$ cat src/rtl/async_strobe_ctrl.sv
module async_strobe_ctrl #(
  parameter int ADDR_W  = 12,
  parameter int DATA_W  = 16,
  parameter int PHASE_W = 5,
  parameter int TURN_W  = 3
) (
  input  logic               clk,
  input  logic               rst_n,
  input  logic [PHASE_W-1:0] cfg_rd_setup,
  input  logic [PHASE_W-1:0] cfg_rd_strobe,
  input  logic [PHASE_W-1:0] cfg_rd_hold,
  input  logic [PHASE_W-1:0] cfg_wr_setup,
  input  logic [PHASE_W-1:0] cfg_wr_strobe,
  input  logic [PHASE_W-1:0] cfg_wr_hold,
  input  logic [TURN_W-1:0]  cfg_turn,
  input  logic               cfg_sel_strobe,
  input  logic               cfg_wide,
  input  logic               req_valid,
  input  logic               req_write,
  input  logic [ADDR_W-1:0]  req_addr,
  input  logic [DATA_W-1:0]  req_wdata,
  output logic               req_ready,
  output logic               done,
  output logic [DATA_W-1:0]  rd_data,
  output logic               mem_ce_n,
  output logic               mem_oe_n,
  output logic               mem_we_n,
  output logic [ADDR_W-1:0]  mem_addr,
  output logic [DATA_W-1:0]  mem_dq_out,
  output logic               mem_dq_oe,
  input  logic [DATA_W-1:0]  mem_dq_in,
  input  logic               mem_wait
);
  localparam int LANE_W = DATA_W / 2;
  localparam int CNT_W  = (PHASE_W > TURN_W) ? PHASE_W : TURN_W;

  typedef enum logic [2:0] {S_IDLE, S_TURN, S_SETUP, S_STROBE, S_HOLD} state_t;

  state_t             state;
  logic [CNT_W-1:0]   cnt;
  logic               op_wr, last_wr, have_last;
  logic [ADDR_W-1:0]  addr_q;
  logic [DATA_W-1:0]  wdata_q;

  logic [CNT_W-1:0] setup_v, strobe_v, hold_v, new_setup_v;
  logic [DATA_W-1:0] lane_in, lane_wr;
  logic active, strobe, dir_change;

  assign setup_v     = CNT_W'(op_wr ? cfg_wr_setup  : cfg_rd_setup);
  assign strobe_v    = CNT_W'(op_wr ? cfg_wr_strobe : cfg_rd_strobe);
  assign hold_v      = CNT_W'(op_wr ? cfg_wr_hold   : cfg_rd_hold);
  assign new_setup_v = CNT_W'(req_write ? cfg_wr_setup : cfg_rd_setup);
  assign dir_change  = have_last && (last_wr != req_write) && (cfg_turn != '0);

  assign lane_in = cfg_wide ? mem_dq_in : {{LANE_W{1'b0}}, mem_dq_in[LANE_W-1:0]};
  assign lane_wr = cfg_wide ? req_wdata : {{LANE_W{1'b0}}, req_wdata[LANE_W-1:0]};

  always_ff @(posedge clk) begin
    if (!rst_n) begin
      state     <= S_IDLE;
      cnt       <= '0;
      op_wr     <= 1'b0;
      last_wr   <= 1'b0;
      have_last <= 1'b0;
      addr_q    <= '0;
      wdata_q   <= '0;
      rd_data   <= '0;
      done      <= 1'b0;
    end else begin
      done <= 1'b0;
      case (state)
        S_IDLE: if (req_valid) begin
          op_wr     <= req_write;
          last_wr   <= req_write;
          have_last <= 1'b1;
          addr_q    <= req_addr;
          wdata_q   <= lane_wr;
          if (dir_change) begin
            state <= S_TURN;
            cnt   <= CNT_W'(cfg_turn) - 1'b1;
          end else begin
            state <= S_SETUP;
            cnt   <= new_setup_v;
          end
        end
        S_TURN:
          if (cnt == '0) begin
            state <= S_SETUP;
            cnt   <= setup_v;
          end else cnt <= cnt - 1'b1;
        S_SETUP:
          if (cnt == '0) begin
            state <= S_STROBE;
            cnt   <= strobe_v;
          end else cnt <= cnt - 1'b1;
        S_STROBE:
          if (!mem_wait) begin
            if (cnt == '0) begin
              state <= S_HOLD;
              cnt   <= hold_v;
              if (!op_wr) rd_data <= lane_in;
            end else cnt <= cnt - 1'b1;
          end
        S_HOLD:
          if (cnt == '0) begin
            state <= S_IDLE;
            done  <= 1'b1;
          end else cnt <= cnt - 1'b1;
        default: state <= S_IDLE;
      endcase
    end
  end

  assign active     = (state == S_SETUP) || (state == S_STROBE) || (state == S_HOLD);
  assign strobe     = (state == S_STROBE);
  assign req_ready  = (state == S_IDLE);
  assign mem_ce_n   = !(cfg_sel_strobe ? strobe : active);
  assign mem_oe_n   = !(strobe && !op_wr);
  assign mem_we_n   = !(strobe && op_wr);
  assign mem_dq_oe  = active && op_wr;
  assign mem_dq_out = wdata_q;
  assign mem_addr   = addr_q;


  idle_quiet_chk: assert property (@(posedge clk) disable iff (!rst_n)
    req_ready |-> (mem_ce_n && mem_oe_n && mem_we_n && !mem_dq_oe));


  strobe_under_ce_chk: assert property (@(posedge clk) disable iff (!rst_n)
    (!mem_oe_n || !mem_we_n) |-> !mem_ce_n);


  write_drives_bus_chk: assert property (@(posedge clk) disable iff (!rst_n)
    !mem_we_n |-> mem_dq_oe);


  wait_holds_strobe_chk: assert property (@(posedge clk) disable iff (!rst_n)
    (strobe && mem_wait) |=> strobe);


  setup_ignores_wait_chk: assert property (@(posedge clk) disable iff (!rst_n)
    (state == S_SETUP && cnt == '0) |=> strobe);


  done_single_chk: assert property (@(posedge clk) disable iff (!rst_n)
    done |=> !done);


  turn_idle_bus_chk: assert property (@(posedge clk) disable iff (!rst_n)
    (state == S_TURN) |-> (mem_ce_n && mem_oe_n && mem_we_n));
endmodule

$ cat config.mk
export PLATFORM = sky130hd
export DESIGN_NAME = async_strobe_ctrl
export DESIGN_NICKNAME = d
export VERILOG_FILES = /design/src/rtl/async_strobe_ctrl.sv
export SDC_FILE = /design/constraint.sdc
export NUM_CORES = 1
export LEC_CHECK = 0
export CORE_MARGIN = 8
export CORE_UTILIZATION = 40
export CTS_BUF_LIST = sky130_fd_sc_hd__clkbuf_8
export CTS_CLUSTER_SIZE = 14
export DETAILED_ROUTE_END_ITERATION = 8
export GPL_TIMING_DRIVEN = 0
export PLACE_DENSITY = 0.83
export SLEW_MARGIN = 20
export SYNTH_ARGS = -nofsm -noshare
export SYNTH_HDL_FRONTEND = slang
export SYNTH_SLANG_ARGS = --single-unit
$ cat constraint.sdc
create_clock -name clk -period 2.58 [get_ports clk]
set_input_delay 0.516 -clock clk [delete_from_list [all_inputs] [get_ports clk]]
set_output_delay 0.516 -clock clk [all_outputs]
set_load 0.02 [all_outputs]
==> results of run 1 <==
==> power by group through the flow <==
stage	Clock, W	Sequential, W	Combinational, W
2_1_floorplan	0	0.00116	0.000963
3_3_place_gp	0	0.00109	0.00158
3_5_place_dp	0	0.00109	0.00161
4_1_cts	0.000507	0.00107	0.00163
5_1_grt	0.000542	0.00109	0.00180
6_report	0.000492	0.00107	0.00165
==> cells in the mapped netlist, types with 10 or more instances <==
cell and count:
a21boi_0 36, a21boi_1 10, a21oi_1 12, buf_2 10, clkbuf_1 15, dfxtp_1 55
mux2i_1 11, nand2_1 84, nand3_1 18, nor2_1 11, nor3_1 12, o21ai_0 11
==> cell type report <==
type                       instances  area (µm²)  area share
multi-input combinational        261        1610       0.365
clock inverter                     2        12.5     0.00283
timing repair buffer             130        1300       0.295
tap                               99         124      0.0280
buffer                            29         149      0.0337
sequential                        55        1100       0.250
clock buffer                       6        82.6      0.0187
inverter                           8        30.0     0.00680
==> registers in the layout, summed over array words and instances (netlist names) <==
register / flops
rd_data: 16
last_wr: 1
mem_dq_out: 16
state: 3
have_last: 1
cnt: 5
mem_addr: 12
done: 1
==> cells by family after synthesis <==
kind of cell	after synthesis
muxes	19
buffers and inverters	38
AOI/OAI and AO/OA	90
adders and majority gates	3
DFF	55
xor gates and xnor gates	4
and+or+nand+nor	145
==> worst max path at each step <==
| stage | startpoint | end |
|---|---|---|
| finish | state[2]$_SDFFE_PN0P_ | mem_we_n |
| global route | state[2]$_SDFFE_PN0P_ | mem_we_n |
| CTS | state[2]$_SDFFE_PN0P_ | mem_we_n |
| detailed placement | cfg_turn[0] | cnt[3]$_SDFFE_PN0P_ |
| global placement | cfg_turn[0] | cnt[2]$_SDFFE_PN0P_ |
| floorplan | cfg_turn[0] | cnt[2]$_SDFFE_PN0P_ |
==> stage by stage <==
stage                     utilization  hold slack (ps)  area [µm²]  setup TNS (ps)  setup WS (ps)
final                           0.622              456        4420               0            127
after global routing            0.622              478        4420               0           35.5
after CTS                       0.621              457        4410            -106          -93.8
after detailed placement        0.605              443        4300            -460           -157
after global placement          0.605              436        4300            -242          -94.3
after floorplan                     -              442        2870               0            476
==> critical path, stage by stage (launching register included) <==
cell and delay, ps:
dfxtp_2 420, clkbuf_4 230, buf_2 250, nor2_1 70, nand2_1 70, clkdlybuf4s50_1 600
==> per-layer routing <==
| layer | part of all wire | wire [µm] | vias up |
|---|---|---|---|
| met2 | 0.47 | 4300 | 141 |
| met3 | 0.089 | 813 | 7 |
| li1 | - | - | 1500 |
| met4 | 0.0078 | 71 | 0 |
| met1 | 0.43 | 3930 | 1376 |
| met5 | 0 | 0 | - |
==> repair_timing <==
| action | 4_1_cts | 5_1_grt |
|---|---|---|
| buffers inserted | 0 | 0 |
| resized for setup | 8 | 5 |
| endpoints found under the setup margin | 4 | 4 |
==> metrics.md, run 1 <==
| Metric | Value |
|---|---|
| Core ar. | `0.00710 mm²` |
| Post-synthesis xor/xnor area fraction | `0.0122` |
| Largest net degree at the start of global routing | `17` |
| Async set or reset register ratio after synthesis | `0` |
| Post-synthesis cell count | `~350` |
| Most Crowded Layer GR | `met2` |
| Clock latency on the worst-skew pair | `about 300 ps` |
| Final min period | `about 2500 ps` |
| Startpoint types | `flop` |
| Synthesized Nets | `441` |
| Mapped cell area | `roughly 0.0029 mm²` |
| Comb pwr share | `0.513` |
| Post-placement cell count | `~600` |
| Flops & latches, synth | `55` |
| Met2 usage | `0.300` |
| Pwr Density | `approximately 730 mW/mm²` |
| Hold Path Sink | `rd_data[9]$_SDFFE_PN0P_` |
| Pleak | `1.58 nW` |
| Slew Limit Headroom | `0.391` |
| Hold path startpoint | `rd_data[9]$_SDFFE_PN0P_` |
| Initial antenna violation count | `0` |
| Worst slew pin tran | `900 ps` |
| Compound-gate portion of the synthesized area | `0.218` |
| R2R cell count | `7` |
| Max Freq | `408 MHz` |
| WP data required | `2060 ps` |
| Net Sw Frac | `0.403` |
| Max VDD drop | `between 0.3 and 0.4 mV` |
| Crit Reg-Reg Startpoint | `cnt[0]$_SDFFE_PN0P_` |
| Placer Congestion | `just under 0.9` |
| Drt first-iter violations | `112` |
| RSZ-0062 raised after global routing | `false` |
| Mean Syn Cell Area | `8.11 µm²` |
| Root Driver | `clkbuf_8` |
| Die area | `approximately 0.01 mm²` |
| Final setup vio count | `0` |
| Power share of the clock group | `0.153` |
| CTS tree | `yes` |
| Nets | `577` |
| Top_reg_cell synth | `dfxtp_1` |
| Synth Area in Simple Gates | `0.227` |
| Final Power | `0.00322 W` |
| Cell count of the worst hold path | `2` |
| Layout Cells excl Fill | `roughly 600` |
| EDFF count, synth | `0` |
| Share of layout cells above drive strength 1 | `0.0794` |
| Htree depth | `2` |
| Drt first pass iters | `4` |
| Post-synthesis mux area share | `0.0854` |
| Commonest non-fill, non-tap cells in the layout | `128 x clkdlybuf4s50_1, 84 x nand2_1, 54 x dfxtp_1` |
| Crit share post-route | `0.951` |
| Seq pwr share | `0.334` |
| Crit path DAT | `1940 ps` |
| Commonest non-fill, non-tap cell in the layout | `clkdlybuf4s50_1` |
| Clock Pin Slew Worst Setup and Hold Paths | `100 ps` |
| R2r setup slk | `350 ps` |
| Leading area contributor after synthesis | `dfxtp_1` |
| Clk buf depth | `2` |
| Switch Pwr | `0.00130 W` |
| Worst clock skew | `~5 ps` |
| Row cnt | `31` |
| Max-cap viol count | `0` |
| HPWL after DPL | `between 7 and 8 mm` |
| Post-synth cell types | `47` |
| Share of the synthesized area in the top cell type | `0.384` |
| Setup CP Type | `flop to output pin` |
| Vias in the first global route | `approximately 3,100` |
| Routed Antenna Nets | `0` |
| Initial Utilization | `0.404` |
| Maximum fanout along the worst path | `10` |
| Sink Count | `between 50 and 60` |
| Antenna diodes | `0` |
| Fin. Hold Viols | `0` |
| Via count | `approximately 3,000` |
| Slew Viols, Final | `0` |
| Vias per std cell | `~5` |
| Number of buffers created by CTS | `5` |
| Total Wirelength | `9.12 mm` |
| All-Layer GR Usage | `0.178` |
| Sequential cell area fraction in the yosys report | `0.384` |
| I/O pins | `about 130` |
| Global-route track usage on met1 | `0.215` |
| Hold-fix buffers at CTS | `0` |
| Largest family of logic cells by synthesized area | `simple AND/OR/NAND/NOR gates` |
| Synth warn | `0` |
| Synth area leaders | `dfxtp_1 38%, nand2_1 11%, a21boi_0 9.4%, mux2i_1 3.8%, nand3_1 3.1%` |
| Chip Width | `roughly 100 µm` |
| Fillers | `620` |
| Height of the die | `approximately 100 µm` |
| Worst r2r dst | `cnt[1]$_SDFFE_PN0P_` |
| Worst hold path type | `flop to flop` |
| Post-Synth Adder-Cell Area | `0.0131` |
| DR WL/cell | `~15 µm` |
| PortBufs | `130` |
| Residual DRC | `0` |
| First-pass GRT wire length | `around 15 mm` |
| Int Pwr | `0.00192 W` |
| Synthesis-to-layout area growth | `53.9%` |
| Crit end category | `output pin` |
| Grt total ovfl | `0` |
| M3 GR Usage | `0.0497` |
| Status | `finished, final reports clean` |
Note: power is estimated with default switching activity, not from simulation.
==> inputs of run 2 (changes only) <==
--- a/config.mk
+++ b/config.mk
@@ -6,9 +6,8 @@
 export NUM_CORES = 1
 export LEC_CHECK = 0
 export CORE_MARGIN = 8
-export CORE_UTILIZATION = 40
+export CORE_UTILIZATION = 38
 export CTS_BUF_LIST = sky130_fd_sc_hd__clkbuf_8
-export CTS_CLUSTER_SIZE = 14
 export DETAILED_ROUTE_END_ITERATION = 8
 export GPL_TIMING_DRIVEN = 0
 export PLACE_DENSITY = 0.83
==> constraint.sdc (replaced) <==
create_clock -name clk -period 2.2 [get_ports clk]
set_input_delay 0.44 -clock clk [delete_from_list [all_inputs] [get_ports clk]]
set_output_delay 0.44 -clock clk [all_outputs]
set_load 0.02 [all_outputs]
==> metrics.md, run 2 (synthesized netlist as in run 1, its figures left out) <==
| Metric | Value |
|---|---|
| Max Freq | `between 400 and 500 MHz` |
| Final min period | `2110 ps` |
| Grt total ovfl | `0 (unchanged)` |
| HPWL after DPL | `7.43 mm (+1.1%)` |
| Height of the die | `103 µm (+2.2%)` |
| Residual DRC | `0 (unchanged)` |
| CTS tree | `yes` |
| Slew Viols, Final | `0 (unchanged)` |
| Maximum fanout along the worst path | `7 (-3)` |
| Core ar. | `0.00729 mm² (+2.7%)` |
| Dpl ws | `-449 ps (-293 ps)` |
| Commonest non-fill, non-tap cells in the layout | `125 x clkdlybuf4s50_1, 83 x nand2_1, 52 x dfxtp_1` |
| Share of layout cells above drive strength 1 | `0.101 (+0.0218)` |
| First-pass GRT wire length | `14.4 mm (-1.8%)` |
| All-Layer GR Usage | `0.168 (-0.00976)` |
| Root Driver | `clkbuf_8` |
| Drt first-iter violations | `140 (+25%)` |
| Final Power | `0.00394 W (+22%)` |
| Post-placement cell count | `583 (unchanged)` |
| Setup CP Type | `input pin to flop` |
| Sink Count | `55 (unchanged)` |
| Via count | `3,040 (+0.53%)` |
| WP data required | `2440 ps (+380 ps)` |
| Initial Utilization | `0.394 (-0.0108)` |
| Max-cap viol count | `0 (unchanged)` |
| Antenna diodes | `0 (unchanged)` |
| Hold path startpoint | `rd_data[11]$_SDFFE_PN0P_` |
| Most Frequent Cell on Critical Path | `ha_1` |
| I/O pins | `134 (unchanged)` |
| Number of buffers created by CTS | `5 (unchanged)` |
| R2R cell count | `9 (+2)` |
| Worst clock skew | `8.25 ps (+3.19 ps)` |
| Crit end category | `flop` |
| Worst slew pin tran | `509 ps (-392 ps)` |
| Htree depth | `2 (unchanged)` |
| Clk buf depth | `2 (unchanged)` |
| Slew Limit Headroom | `0.660 (+0.269)` |
| Max VDD drop | `0.594 mV (+50%)` |
| Final setup vio count | `0 (unchanged)` |
| Nets | `580 (+0.52%)` |
| Fin. Hold Viols | `0 (unchanged)` |
| Pwr Density | `877 mW/mm² (+20%)` |
| Final Core Density | `0.616 (-0.00608)` |
| Layout Cells excl Fill | `593 (+0.51%)` |
| Crit path DAT | `2350 ps (+410 ps)` |
| Vias in the first global route | `2,955 (-3.3%)` |
| DR WL/cell | `15.7 µm (+1.6%)` |
| Drt first pass iters | `4 (unchanged)` |
| Startpoint types | `input pin` |
| Placer Congestion | `0.898 (+2.6%)` |
| PortBufs | `130 (unchanged)` |
| Slowest CP cell | `clkdlybuf4s50_1` |
| Status | `finished, final reports clean` |
| Crit-path cells | `clkdlybuf4s50_1 -> inv_1 -> ha_1 -> ha_1 -> nand2b_4 -> or2_4 -> a221oi_1 -> a22oi_1 -> a21oi_1` |
| R2r setup slk | `110 ps (-240 ps)` |
| Die area | `0.0106 mm² (+4.4%)` |
| Hold Path Sink | `rd_data[11]$_SDFFE_PN0P_` |
| Slowest stage delay, CP | `480 ps (-120 ps)` |
| Chip Width | `103 µm (+2.2%)` |
| Clock latency on the worst-skew pair | `300 ps (about the same)` |
| Cell count of the worst hold path | `2 (unchanged)` |
| Clock Pin Slew Worst Setup and Hold Paths | `100 ps (about the same)` |
| Commonest non-fill, non-tap cell in the layout | `clkdlybuf4s50_1` |
| Synthesis-to-layout area growth | `56.5%` |
| Worst hold path type | `flop to flop` |
| Crit Reg-Reg Startpoint | `cnt[0]$_SDFFE_PN0P_` |
| Pleak | `1.60 nW (+1.5%)` |
| Vias per std cell | `5.13 (about the same)` |
| Worst r2r dst | `cnt[3]$_SDFFE_PN0P_` |
| Initial antenna violation count | `0 (unchanged)` |
| Crit share post-route | `0.959` |
| Total Wirelength | `9.31 mm (+2.1%)` |
| Final WS setup | `89.9 ps (-36.9 ps)` |
| Row cnt | `31 (unchanged)` |
| Largest net degree at the start of global routing | `18 (+1)` |
| Routed Antenna Nets | `0 (unchanged)` |
run 2: worst max-delay path by stage:
stage	startpoint	end	cells after the start
CTS	cnt[0]$_SDFFE_PN0P_	cnt[1]$_SDFFE_PN0P_	7
detailed placement	cfg_turn[0]	cnt[3]$_SDFFE_PN0P_	10
finish	cfg_turn[0]	cnt[3]$_SDFFE_PN0P_	9
global placement	cfg_turn[0]	cnt[2]$_SDFFE_PN0P_	10
floorplan	cfg_turn[0]	cnt[2]$_SDFFE_PN0P_	9
global route	cnt[0]$_SDFFE_PN0P_	rd_data[15]$_SDFFE_PN0P_	9
run 2: report_power, final:
part           switching [W]  leakage [nW]  total, W  internal (W)
combinational        0.00111          1.09   0.00199      0.000879
clock               0.000333        0.0599  0.000673      0.000340
sequential          0.000127         0.450   0.00128       0.00115
total                0.00157          1.60   0.00394       0.00237
run 2: area by class of cell:
cell class	instances	area (µm²)
Timing Repair Buffer	134	1330
Clock buffer	5	68.8
Multi-Input combinational cell	261	1650
Buffer	28	149
Tap cell	99	124
Sequential cell	55	1100
Fill cell	650	2800
Clock inverter	3	42.5
Inverter	8	30.0
run 2: through the flow:
stage               hold slack [ps]  TNS [ps]  area [µm²]
finish                          456         0        4490
global route                    481     -1.79        4490
CTS                             458         0        4430
detailed placement              444     -3310        4300
global placement                437     -2910        4300
floorplan                       442         0        2870
run 2: per-layer routing:
metal	global-route usage	wire length, µm	up-vias
met1	0.200	3910	1375
met2	0.284	4340	150
li1	-	-	1503
met4	0.0578	155	0
met3	0.0452	898	12
met5	0	0	-
run 2: critical path, delay by kind of cell:
| kind | cells | cell delay [ps] |
|---|---|---|
| AO/OA/AOI/OAI | 3 | 610 |
| buffers and inverters | 2 | 540 |
| adder cells (fa/ha/maj) | 2 | 360 |
| AND/OR/NAND/NOR | 2 | 420 |
run 2: what timing repair did:
action,in CTS,in global routing
setup endpoints to repair,8,25
hold buffers,0,0
pin swaps,0,4
resized for setup,21,10
setup buffers,0,4
==> inputs of run 3 (changes only) <==
--- a/config.mk
+++ b/config.mk
@@ -11,7 +11,6 @@
 export DETAILED_ROUTE_END_ITERATION = 8
 export GPL_TIMING_DRIVEN = 0
 export PLACE_DENSITY = 0.83
-export SLEW_MARGIN = 20
 export SYNTH_ARGS = -nofsm -noshare
 export SYNTH_HDL_FRONTEND = slang
 export SYNTH_SLANG_ARGS = --single-unit
==> results of run 3 <==
Final layout, timing and power as in run 2 (identical DEF).
